**src/rtl/pxcvr_pkg.sv**
```systemverilog
// Package: shared sizes and encodings for the byte-parity transceiver.
// Assumes the word is a whole number of bytes, each with one parity bit.
package pxcvr_pkg;

    localparam int unsigned BYTE_W  = 8;
    localparam int unsigned N_BYTES = 2;
    localparam int unsigned DATA_W  = BYTE_W * N_BYTES;
    localparam int unsigned LANE_W  = DATA_W + N_BYTES;

    // Parity sense carried by the shared select input
    typedef enum logic {
        SENSE_EVEN = 1'b0,
        SENSE_ODD  = 1'b1
    } par_sense_e;

    // Operating mode of the A-to-B parity path
    typedef enum logic {
        AB_CHECK = 1'b0,
        AB_GEN   = 1'b1
    } ab_mode_e;

endpackage

```
**src/rtl/pxcvr_stage.sv**
```systemverilog
// Module: one direction's storage stage.
// Behaviour: pass=1 makes the stage transparent (q follows d in the same
// cycle) and keeps the holding register loaded so that it keeps the last
// value when pass falls. With pass=0, a rising edge on strb, found by
// comparing with the previous cycle's strb, loads d at the clock edge.
// Otherwise the register holds. Assumes strb is synchronous to clk.
module pxcvr_stage #(
    parameter int unsigned W = 18
) (
    input  logic         clk,
    input  logic         rst_n,
    input  logic         pass,
    input  logic         strb,
    input  logic [W-1:0] d,
    output logic [W-1:0] q
);

    logic         strb_q;
    logic         strb_rise;
    logic [W-1:0] hold_q;

    // Rising edge of the capture strobe in this cycle
    assign strb_rise = strb & ~strb_q;

    // Strobe history register for edge detection
    always_ff @(posedge clk) begin
        if (!rst_n) begin
            strb_q <= 1'b0;
        end else begin
            strb_q <= strb;
        end
    end

    // Holding register: load while transparent or on a strobe edge
    always_ff @(posedge clk) begin
        if (!rst_n) begin
            hold_q <= '0;
        end else if (pass || strb_rise) begin
            hold_q <= d;
        end
    end

    // Output select: live input when transparent, stored value otherwise
    always_comb begin
        q = pass ? d : hold_q;
    end

endmodule

```
**src/rtl/pxcvr_pargen.sv**
```systemverilog
// Module: per-byte parity builder.
// Byte k is bits [k*BYTE_W +: BYTE_W] and its parity goes to par[k]. The
// parity bit makes the byte plus parity hold an even number of ones for
// SENSE_EVEN and an odd number for SENSE_ODD. Purely combinational.
module pxcvr_pargen
    import pxcvr_pkg::*;
#(
    parameter int unsigned BW = 8,
    parameter int unsigned NB = 2
) (
    input  logic [BW*NB-1:0] data,
    input  par_sense_e       sense,
    output logic [NB-1:0]    par
);

    for (genvar k = 0; k < NB; k++) begin : g_byte
        logic ones_odd;
        // Reduction over one byte
        assign ones_odd = ^data[k*BW +: BW];
        // Flip the bit when odd sense is selected
        assign par[k]   = ones_odd ^ (sense == SENSE_ODD);
    end

endmodule

```
**src/rtl/pxcvr_parchk.sv**
```systemverilog
// Module: per-byte parity checker.
// Flags each byte whose data plus parity bit breaks the selected sense and
// ORs the flags into one error bit. Purely combinational; uses the same
// byte layout as pxcvr_pargen.
module pxcvr_parchk
    import pxcvr_pkg::*;
#(
    parameter int unsigned BW = 8,
    parameter int unsigned NB = 2
) (
    input  logic [BW*NB-1:0] data,
    input  logic [NB-1:0]    par,
    input  par_sense_e       sense,
    output logic [NB-1:0]    byte_bad,
    output logic             any_bad
);

    for (genvar k = 0; k < NB; k++) begin : g_byte
        logic group_odd;
        // Ones count of byte plus its parity bit, reduced to one bit
        assign group_odd   = (^data[k*BW +: BW]) ^ par[k];
        // Bad when the count does not match the selected sense
        assign byte_bad[k] = group_odd ^ (sense == SENSE_ODD);
    end

    // Any byte failing makes the direction fail
    assign any_bad = |byte_bad;

endmodule

```
**src/rtl/parity_xcvr.sv**
```systemverilog
// Module: top of the bidirectional transceiver with byte parity.
// A-to-B: optional parity build before the stage, check after the stage in
// check mode only. B-to-A: received parity always stored and checked after
// the stage. Error flags are active low and model an open-drain pad: the
// drive enable is high only while an error is reported, and never while the
// direction's output enable is inactive. Assumes all inputs are synchronous
// to clk.
module parity_xcvr
    import pxcvr_pkg::*;
(
    input  logic              clk,
    input  logic              rst_n,
    input  logic [DATA_W-1:0] a_data_i,
    input  logic [N_BYTES-1:0] a_par_i,
    output logic [DATA_W-1:0] a_data_o,
    output logic [N_BYTES-1:0] a_par_o,
    output logic              a_oe_o,
    input  logic [DATA_W-1:0] b_data_i,
    input  logic [N_BYTES-1:0] b_par_i,
    output logic [DATA_W-1:0] b_data_o,
    output logic [N_BYTES-1:0] b_par_o,
    output logic              b_oe_o,
    input  logic              ab_pass,
    input  logic              ab_strb,
    input  logic              ab_oe_n,
    input  logic              ba_pass,
    input  logic              ba_strb,
    input  logic              ba_oe_n,
    input  logic              ab_gen,
    input  logic              odd_sel,
    output logic              err_b_n,
    output logic              err_b_oe,
    output logic              err_a_n,
    output logic              err_a_oe
);

    par_sense_e            sense;
    ab_mode_e              ab_mode;
    logic [N_BYTES-1:0]    ab_built_par;
    logic [N_BYTES-1:0]    ab_in_par;
    logic [LANE_W-1:0]     ab_lane_q;
    logic [LANE_W-1:0]     ba_lane_q;
    logic [N_BYTES-1:0]    ab_byte_bad;
    logic [N_BYTES-1:0]    ba_byte_bad;
    logic                  ab_bad;
    logic                  ba_bad;
    logic                  ab_report;
    logic                  ba_report;

    // Decode the shared sense and the A-to-B mode
    assign sense   = par_sense_e'(odd_sel);
    assign ab_mode = ab_mode_e'(ab_gen);

    // A-to-B parity built from the A-side data ahead of the stage
    pxcvr_pargen #(.BW(BYTE_W), .NB(N_BYTES)) u_ab_gen (
        .data  (a_data_i),
        .sense (sense),
        .par   (ab_built_par)
    );

    // Parity entering the A-to-B stage: built bits or received bits
    always_comb begin
        ab_in_par = (ab_mode == AB_GEN) ? ab_built_par : a_par_i;
    end

    // A-to-B storage stage carrying data and parity together
    pxcvr_stage #(.W(LANE_W)) u_ab_stage (
        .clk   (clk),
        .rst_n (rst_n),
        .pass  (ab_pass),
        .strb  (ab_strb),
        .d     ({ab_in_par, a_data_i}),
        .q     (ab_lane_q)
    );

    // B-to-A storage stage carrying data and parity together
    pxcvr_stage #(.W(LANE_W)) u_ba_stage (
        .clk   (clk),
        .rst_n (rst_n),
        .pass  (ba_pass),
        .strb  (ba_strb),
        .d     ({b_par_i, b_data_i}),
        .q     (ba_lane_q)
    );

    // A-to-B check on the stage output
    pxcvr_parchk #(.BW(BYTE_W), .NB(N_BYTES)) u_ab_chk (
        .data     (ab_lane_q[DATA_W-1:0]),
        .par      (ab_lane_q[LANE_W-1:DATA_W]),
        .sense    (sense),
        .byte_bad (ab_byte_bad),
        .any_bad  (ab_bad)
    );

    // B-to-A check on the stage output
    pxcvr_parchk #(.BW(BYTE_W), .NB(N_BYTES)) u_ba_chk (
        .data     (ba_lane_q[DATA_W-1:0]),
        .par      (ba_lane_q[LANE_W-1:DATA_W]),
        .sense    (sense),
        .byte_bad (ba_byte_bad),
        .any_bad  (ba_bad)
    );

    // Split the stage outputs onto the pad value outputs
    assign b_data_o = ab_lane_q[DATA_W-1:0];
    assign b_par_o  = ab_lane_q[LANE_W-1:DATA_W];
    assign a_data_o = ba_lane_q[DATA_W-1:0];
    assign a_par_o  = ba_lane_q[LANE_W-1:DATA_W];

    // Pad drive enables follow the active-low output enables
    assign b_oe_o = ~ab_oe_n;
    assign a_oe_o = ~ba_oe_n;

    // Report only in check mode (A-to-B) and only while enabled
    always_comb begin
        ab_report = ab_bad & (ab_mode == AB_CHECK) & ~ab_oe_n;
        ba_report = ba_bad & ~ba_oe_n;
    end

    // Open-drain style flags: pull low and drive only while reporting
    assign err_b_n  = ~ab_report;
    assign err_b_oe = ab_report;
    assign err_a_n  = ~ba_report;
    assign err_a_oe = ba_report;

endmodule

```
**config.mk**
```make
export PLATFORM = sky130hd
export DESIGN_NAME = parity_xcvr
export DESIGN_NICKNAME = d
export VERILOG_FILES = /design/src/rtl/pxcvr_pkg.sv /design/src/rtl/pxcvr_stage.sv /design/src/rtl/pxcvr_pargen.sv /design/src/rtl/pxcvr_parchk.sv /design/src/rtl/parity_xcvr.sv
export SDC_FILE = /design/constraint.sdc
export NUM_CORES = 1
export LEC_CHECK = 0
export BUFFER_PORTS_ARGS = -buffer_cell sky130_fd_sc_hd__buf_4
export CORE_MARGIN = 2
export CORE_UTILIZATION = 45
export DETAILED_ROUTE_END_ITERATION = 12
export PLACE_DENSITY_LB_ADDON = 0.1
export REMOVE_ABC_BUFFERS = 1
export SYNTH_ARGS = -nofsm -noshare
export SYNTH_HDL_FRONTEND = slang
export SYNTH_HIERARCHICAL = 1
export SYNTH_SLANG_ARGS = --single-unit
```
**constraint.sdc**
```tcl
create_clock -name clk -period 6.3 [get_ports clk]
set_input_delay 0.63 -clock clk [delete_from_list [all_inputs] [get_ports clk]]
set_output_delay 0.63 -clock clk [all_outputs]
set_load 0.01 [all_outputs]
```
==> impl_metrics.prom, run 1 <==
# TYPE chip_impl_metric gauge
chip_impl_metric{name="antenna_violating_nets_left",unit=""} 0
chip_impl_metric{name="globalRoute.totalOverflow",unit=""} 0
chip_impl_metric{name="pin_count",unit=""} 88
chip_impl_metric{name="floorplan.die.width",unit="microns"} 79.89
chip_impl_metric{name="arrival",unit="ps"} 3300
chip_impl_metric{name="cts-resized-gates",unit=""} 0
chip_impl_info{name="critical_path.cell_chain",value="buf_4, xnor2_1, xnor3_1, xnor2_1, mux2_2, mux2_2, xnor2_2, xnor3_1, xnor2_1, or2_1, or3b_1, buf_4"} 1
chip_impl_metric{name="maximum_number_of_pins_on_one_net_before_global_route_repair",unit=""} 75
chip_impl_metric{name="core",unit="sq um"} 5540
chip_impl_metric{name="routed_wirelength",unit="microns"} 5223
chip_impl_metric{name="die_ar",unit="sq um"} 6382
chip_impl_metric{name="clockBufferDepth",unit=""} 2
chip_impl_info{name="top_post_synthesis_cells_by_area",value="dfxtp_1 (29%), mux2_2 (17%), mux2i_1 (14%)"} 1
chip_impl_metric{name="p_leak",unit="uW"} 0.001491
chip_impl_metric{name="via_count_of_the_first_global_routing_pass",unit=""} 1757
chip_impl_metric{name="detailedRoute.firstPassIterationCount",unit=""} 4
chip_impl_metric{name="initial_core_util",unit=""} 0.4677
chip_impl_info{name="worst_r2r_startpoint",value="u_ab_stage/strb_q"} 1
chip_impl_metric{name="num-nets-final",unit=""} 384
chip_impl_metric{name="post_cts_buffers",unit=""} 0
chip_impl_metric{name="regArea",unit="sq um"} 760.7
chip_impl_metric{name="slowest_delay",unit="ps"} 430
chip_impl_metric{name="synth_largest_type_area_fraction",unit=""} 0.2936
chip_impl_metric{name="vdd.ir_drop.worst",unit="mV"} 0.1100
chip_impl_metric{name="post-route-drc-count",unit=""} 0
chip_impl_info{name="result_of_the_run",value="complete, no violations"} 1
chip_impl_metric{name="num_antenna_cells",unit=""} 0
chip_impl_metric{name="timing_max_transition_violations_final",unit=""} 0
chip_impl_metric{name="area_growth",unit="%"} 27.52
chip_impl_metric{name="final.setup_skew",unit="ps"} 5.777
chip_impl_info{name="layout_commonest_cell",value="buf_4"} 1
chip_impl_metric{name="setup_viol",unit=""} 0
chip_impl_metric{name="antenna_found_initial",unit=""} 0
chip_impl_info{name="cp_common_cell",value="xnor2_1"} 1
chip_impl_metric{name="total_routing_usage_gr",unit=""} 0.1694
chip_impl_info{name="path_class",value="input port to primary output"} 1
chip_impl_info{name="cts.root.buffer_cell",value="clkbuf_8"} 1
chip_impl_metric{name="final-hold-violation-count",unit=""} 0
chip_impl_metric{name="cts_num_sinks",unit=""} 38
chip_impl_metric{name="timing.setup.tns",unit="ps"} 0
chip_impl_info{name="cp_top_family",value="XOR/XNOR gates"} 1
chip_impl_info{name="hold_end",value="u_ba_stage/hold_q[1]"} 1
chip_impl_info{name="synth-main-ff-cell",value="dfxtp_1"} 1
chip_impl_info{name="critPathCaptureType",value="primary output"} 1
chip_impl_metric{name="fp.dieH",unit="microns"} 79.89
chip_impl_metric{name="number_of_cts_inserted_buffers",unit=""} 5
chip_impl_metric{name="global_route_wire_length_before_repair",unit="microns"} 8404
chip_impl_metric{name="cts_htree_levels",unit=""} 2
chip_impl_metric{name="rrSetupSlack",unit="ps"} 4930
chip_impl_info{name="netlist.top_cell.by_area",value="dfxtp_1"} 1
chip_impl_metric{name="period_minus_slack",unit="ps"} 3932
chip_impl_metric{name="drt-initial-drc-count",unit=""} 44
chip_impl_metric{name="drv.max_cap_violation_count",unit=""} 0
chip_impl_info{name="worst_path_max_delay_cell",value="xnor3_1"} 1
chip_impl_metric{name="vias",unit=""} 1917
chip_impl_metric{name="max_slew_margin",unit=""} 0.4563
chip_impl_metric{name="final_core_util",unit=""} 0.5964
chip_impl_metric{name="worst-path-max-fanout",unit=""} 3
chip_impl_metric{name="drt-wirelength-per-cell",unit="microns"} 12.71
chip_impl_metric{name="hpwlAfterDp",unit="microns"} 3769
chip_impl_metric{name="placement.io_buffers",unit=""} 87
chip_impl_metric{name="synth_edf_count",unit=""} 0
chip_impl_metric{name="min_path_cells",unit=""} 2
chip_impl_metric{name="clkTransAtPathRegs",unit="ps"} 80
chip_impl_metric{name="worstMarginPinSlew",unit="ps"} 813.7
chip_impl_metric{name="mappedNetlistArea",unit="sq um"} 2591
chip_impl_info{name="worstHoldStart",value="u_ba_stage/hold_q[1]"} 1
chip_impl_metric{name="clk-insertion-delay-late",unit="ps"} 290
chip_impl_metric{name="synth-warning-count",unit=""} 6
chip_impl_metric{name="worstPathBufferInverterCount",unit=""} 2
chip_impl_metric{name="postSynth.asyncResetShare",unit=""} 0
chip_impl_metric{name="syn-instance-count",unit=""} 260
chip_impl_metric{name="placementRows",unit=""} 27
chip_impl_info{name="tritoncts",value="built"} 1
chip_impl_metric{name="distinct_cell_type_count_of_the_synthesized_netlist",unit=""} 20
chip_impl_metric{name="cell_count_of_the_worst_reg_to_reg_path",unit=""} 3
chip_impl_metric{name="final_cycle_share",unit=""} 0.6242
chip_impl_info{name="hold_path_class",value="register to register"} 1
chip_impl_metric{name="cp_data_required_time",unit="ps"} 5670
chip_impl_metric{name="dr_vias_cell",unit=""} 4.664
chip_impl_metric{name="ys_seq_elements",unit=""} 38
chip_impl_info{name="layout_common_cells",value="buf_4 (87), nand2_1 (72), mux2_2 (38), dfxtp_1 (38), mux2i_1 (36)"} 1
chip_impl_info{name="timing.rr.end",value="u_ab_stage/hold_q[3]"} 1
chip_impl_metric{name="drive_gt1_frac",unit=""} 0.4159
chip_impl_metric{name="fmax",unit="GHz"} 0.2543
chip_impl_metric{name="multi_input_comb_area",unit="sq um"} 1675
chip_impl_info{name="grt_setup_unrepaired",value="false"} 1
chip_impl_metric{name="hold_buffers",unit=""} 0
chip_impl_metric{name="post_synth.cell_area_avg",unit="sq um"} 9.966
chip_impl_metric{name="num-fill-cells",unit=""} 521
chip_impl_metric{name="synth.yosys.seq_area_share",unit=""} 0.2936
chip_impl_info{name="timing.critical_path.from_type",value="input port"} 1
chip_impl_metric{name="routabilityCongestion",unit=""} 0.7527
chip_impl_metric{name="power.density_cell_area",unit="nW/um^2"} 233.4
## tightest hold or removal path, delay by kind of cell, from the launching register on
kind             cells  cell delay, ps
DFF                  1             310
and+or+nand+nor      1              50
muxes                1              50
## cells in the mapped netlist (4+ instances only)
library cell and instances:
mux2_2 38, nand2_1 72, xnor2_2 6, buf_6 4, dfxtp_1 38, xnor3_1 6
buf_2 8, xnor2_1 32, inv_1 4, mux2i_1 36
## worst max path at each step
stage                 start       to  slack (ps)  cells after the start
4_1_cts        a_data_i[11]  err_b_n        2340                     12
6_report       a_data_i[11]  err_b_n        2370                     12
3_5_place_dp   a_data_i[11]  err_b_n        2350                     12
3_3_place_gp   a_data_i[11]  err_b_n        2380                     12
2_1_floorplan  a_data_i[11]  err_b_n        2690                     10
5_1_grt        a_data_i[11]  err_b_n        2220                     12
## cell type report
type | count | area share
Tap cell | 72 | 0.02726
Clock buffer | 8 | 0.03332
Sequential cell | 38 | 0.2302
Inverter | 4 | 0.004544
Multi-Input combinational cell | 202 | 0.5070
Timing Repair Buffer | 87 | 0.1977
## sequential cells by signal (all words and copies together) (netlist names)
register,count
u_ba_stage/hold_q,18
u_ba_stage/strb_q,1
u_ab_stage/hold_q,18
u_ab_stage/strb_q,1
## per-stage QoR
step | area [sq um] | setup slack, ps | power, uW | cells | hold slack (ps)
CTS | 3304 | 2341 | 781.4 | 411 | 462.2
global route | 3304 | 2224 | 819.9 | 411 | 477.9
detailed placement | 3194 | 2345 | 581.2 | 403 | 450.6
floorplan | 2451 | 2689 | 471.2 | 244 | 435.5
finish | 3304 | 2368 | 771.2 | 411 | 458.5
global placement | 3194 | 2378 | 578.1 | 403 | 442.6
## cells by family after synthesis
group / share of synthesized area
compound gates: 0.01255
xor+xnor: 0.2047
buf+inv: 0.05987
flops: 0.2936
mux: 0.3042
simple gates: 0.1251
## per-layer routing
layer,part of all wire,global-route usage,vias to the layer above
met5,0,0,-
met4,0.014,0.05593,0
met3,0.049,0.03733,8
met2,0.46,0.2625,43
met1,0.48,0.2327,861
li1,-,-,1005
## where the power goes
part	total, uW	switching [uW]	internal (uW)
registers	267	8.24	259
clock network	198	87.3	111
logic	306	126	180
total	771	222	550
(Power assumes the default switching activity.)
==> inputs of run 2 (changes only) <==
==> constraint.sdc (replaced) <==
create_clock -name clk -period 3.4 [get_ports clk]
set_input_delay 0.34 -clock clk [delete_from_list [all_inputs] [get_ports clk]]
set_output_delay 0.34 -clock clk [all_outputs]
set_load 0.01 [all_outputs]
==> impl_metrics.prom, run 2 (same netlist as run 1, synthesis figures left out) <==
# TYPE chip_impl_metric gauge
chip_impl_info{name="result_of_the_run",value="complete, no violations"} 1
chip_impl_metric{name="routabilityCongestion",unit=""} 0.7527
chip_impl_metric{name="cp_data_required_time",unit="ps"} 3060
chip_impl_metric{name="final.setup_skew",unit="ps"} 8.285
chip_impl_metric{name="detailedRoute.firstPassIterationCount",unit=""} 4
chip_impl_metric{name="drv.max_cap_violation_count",unit=""} 0
chip_impl_metric{name="fp.dieH",unit="microns"} 79.89
chip_impl_metric{name="worst-path-max-fanout",unit=""} 3
chip_impl_metric{name="num-nets-final",unit=""} 384
chip_impl_metric{name="antenna_found_initial",unit=""} 0
chip_impl_metric{name="slowest_delay",unit="ps"} 430
chip_impl_info{name="path_class",value="input port to primary output"} 1
chip_impl_info{name="critPathCaptureType",value="primary output"} 1
chip_impl_metric{name="num-fill-cells",unit=""} 510
chip_impl_metric{name="drt-initial-drc-count",unit=""} 58
chip_impl_metric{name="hpwlAfterDp",unit="microns"} 3771
chip_impl_info{name="worstHoldStart",value="ba_strb"} 1
chip_impl_metric{name="multi_input_comb_area",unit="sq um"} 1690
chip_impl_metric{name="p_leak",unit="uW"} 0.001492
chip_impl_info{name="critical_path.cell_chain",value="buf_4, xnor2_1, xnor3_1, xnor2_1, mux2_2, mux2_2, xnor2_2, xnor3_1, xnor2_1, or2_1, or3b_1, buf_4"} 1
chip_impl_metric{name="clkTransAtPathRegs",unit="ps"} 80
chip_impl_info{name="worst_path_max_delay_cell",value="xnor3_1"} 1
chip_impl_metric{name="arrival",unit="ps"} 2890
chip_impl_metric{name="timing_max_transition_violations_final",unit=""} 0
chip_impl_metric{name="period_minus_slack",unit="ps"} 3232
chip_impl_info{name="hold_end",value="u_ba_stage/strb_q"} 1
chip_impl_metric{name="worst_hold_slack",unit="ps"} 280.0
chip_impl_info{name="layout_commonest_cell",value="buf_4"} 1
chip_impl_metric{name="area_growth",unit="%"} 27.38
chip_impl_metric{name="power.clock.fraction",unit=""} 0.232
chip_impl_metric{name="totalPowerFinal",unit="uW"} 1389
chip_impl_info{name="worst_r2r_startpoint",value="u_ba_stage/strb_q"} 1
chip_impl_metric{name="antenna_violating_nets_left",unit=""} 0
chip_impl_metric{name="drt-wirelength-per-cell",unit="microns"} 12.89
chip_impl_metric{name="dr_vias_cell",unit=""} 4.701
chip_impl_metric{name="maximum_number_of_pins_on_one_net_before_global_route_repair",unit=""} 75
chip_impl_metric{name="fmax",unit="GHz"} 0.3094
chip_impl_metric{name="post-route-drc-count",unit=""} 0
chip_impl_metric{name="final_cycle_share",unit=""} 0.9506
chip_impl_info{name="timing.critical_path.from_type",value="input port"} 1
chip_impl_metric{name="routed_wirelength",unit="microns"} 5298
chip_impl_metric{name="max_slew_margin",unit=""} 0.4563
chip_impl_metric{name="regArea",unit="sq um"} 760.7
chip_impl_metric{name="core",unit="sq um"} 5540
chip_impl_info{name="timing.rr.end",value="u_ba_stage/hold_q[17]"} 1
chip_impl_metric{name="setup_viol",unit=""} 0
chip_impl_metric{name="combinational_share_of_power",unit=""} 0.412
chip_impl_metric{name="placedInstanceArea",unit="sq um"} 3194
chip_impl_metric{name="cell_count_of_the_worst_reg_to_reg_path",unit=""} 3
chip_impl_info{name="registers_with_the_most_flip_flops",value="u_ab_stage/hold_q x18, u_ba_stage/hold_q x18"} 1
chip_impl_metric{name="power.switching",unit="uW"} 410.7
chip_impl_metric{name="placement.io_buffers",unit=""} 87
chip_impl_info{name="cp_common_cell",value="xnor2_1"} 1
chip_impl_info{name="hold_path_class",value="input port to register"} 1
chip_impl_metric{name="worstPathBufferInverterCount",unit=""} 2
chip_impl_metric{name="vdd.ir_drop.worst",unit="mV"} 0.2003
chip_impl_metric{name="total_routing_usage_gr",unit=""} 0.1665
chip_impl_metric{name="drive_gt1_frac",unit=""} 0.4189
chip_impl_metric{name="pwr-share-seq",unit=""} 0.356
chip_impl_metric{name="cts_num_sinks",unit=""} 38
chip_impl_info{name="layout_common_cells",value="buf_4 (87), nand2_1 (72), mux2_2 (38), dfxtp_1 (38), mux2i_1 (36)"} 1
chip_impl_metric{name="rrSetupSlack",unit="ps"} 2010
chip_impl_info{name="cp_top_family",value="XOR/XNOR gates"} 1
chip_impl_metric{name="globalRoute.totalOverflow",unit=""} 0
chip_impl_metric{name="p_int",unit="uW"} 978.0
chip_impl_metric{name="clockBufferDepth",unit=""} 2
chip_impl_metric{name="final-hold-violation-count",unit=""} 0
chip_impl_metric{name="global_route_wire_length_before_repair",unit="microns"} 8238
chip_impl_metric{name="switching_share_of_total_power",unit=""} 0.2957
chip_impl_metric{name="worstMarginPinSlew",unit="ps"} 813.7
chip_impl_metric{name="pin_count",unit=""} 88
chip_impl_metric{name="cts_htree_levels",unit=""} 2
chip_impl_metric{name="power.density_cell_area",unit="nW/um^2"} 420.7
chip_impl_metric{name="post_cts_buffers",unit=""} 0
chip_impl_metric{name="initial_core_util",unit=""} 0.4677
chip_impl_metric{name="num_antenna_cells",unit=""} 0
chip_impl_metric{name="die_ar",unit="sq um"} 6382
chip_impl_metric{name="via_count_of_the_first_global_routing_pass",unit=""} 1764
chip_impl_metric{name="placementRows",unit=""} 27
chip_impl_info{name="tritoncts",value="built"} 1
chip_impl_metric{name="clk-insertion-delay-late",unit="ps"} 280
chip_impl_metric{name="design_area",unit="sq um"} 3301
chip_impl_metric{name="floorplan.die.width",unit="microns"} 79.89
chip_impl_metric{name="number_of_cts_inserted_buffers",unit=""} 5
chip_impl_metric{name="vias",unit=""} 1932
chip_impl_info{name="cts.root.buffer_cell",value="clkbuf_8"} 1
chip_impl_metric{name="min_path_cells",unit=""} 2
## run 2: changes by cell type in the layout (fill, tap and decap cells not counted), sizes merged
| cell | before | now |
|---|---|---|
| clkbuf | 8 | 7 |
| clkinv | 0 | 1 |
## run 2: area by class of cell
cell class / instances / area share
Multi-Input combinational cell: 202 / 0.5121
Sequential cell: 38 / 0.2305
Timing Repair Buffer: 87 / 0.1979
Tap cell: 72 / 0.02729
Clock buffer: 7 / 0.02616
Inverter: 4 / 0.004549
Clock inverter: 1 / 0.001516
## run 2: stage by stage
| step | setup slack [ps] | utilization | std cells | setup TNS [ps] |
|---|---|---|---|---|
| 6_report | 167.9 | 0.5958 | 411 | 0 |
| 5_1_grt | -2.739 | 0.5958 | 411 | -2.739 |
| 4_1_cts | 36.64 | 0.5930 | 411 | 0 |
| 3_5_place_dp | 40.92 | 0.5766 | 403 | 0 |
| 3_3_place_gp | 57.80 | 0.5766 | 403 | 0 |
| 2_1_floorplan | 369.5 | - | 244 | 0 |
## run 2: power groups by stage
stage                     clock network [uW]  logic, uW  registers (uW)
after floorplan                            0        373             500
after global placement                     0        568             504
after detailed placement                   0        574             504
after CTS                                333        576             494
after global routing                     357        623             498
final                                    322        572             494
## run 2: what timing repair did
action	CTS	global route
gates resized for setup	0	2
hold endpoints to repair	0	0
setup endpoints to repair	0	1
hold buffers	0	0
## run 2: how the worst max path moves through the flow
stage          endpoint  cells past startpoint  slack [ps]          from
2_1_floorplan   err_b_n                     10         370  a_data_i[11]
3_3_place_gp    err_b_n                     12          60  a_data_i[11]
3_5_place_dp    err_b_n                     12          40  a_data_i[11]
4_1_cts         err_b_n                     12          40  a_data_i[11]
5_1_grt         err_b_n                     12          -3   a_data_i[7]
6_report        err_b_n                     12         170   a_data_i[7]
## run 2: layer usage
metal	GRT usage	vias to the layer above	routed length, microns
met5	0	-	0
met4	0.05254	0	74
met3	0.04638	7	308
met2	0.2633	55	2482
met1	0.2193	868	2433
li1	-	1002	-
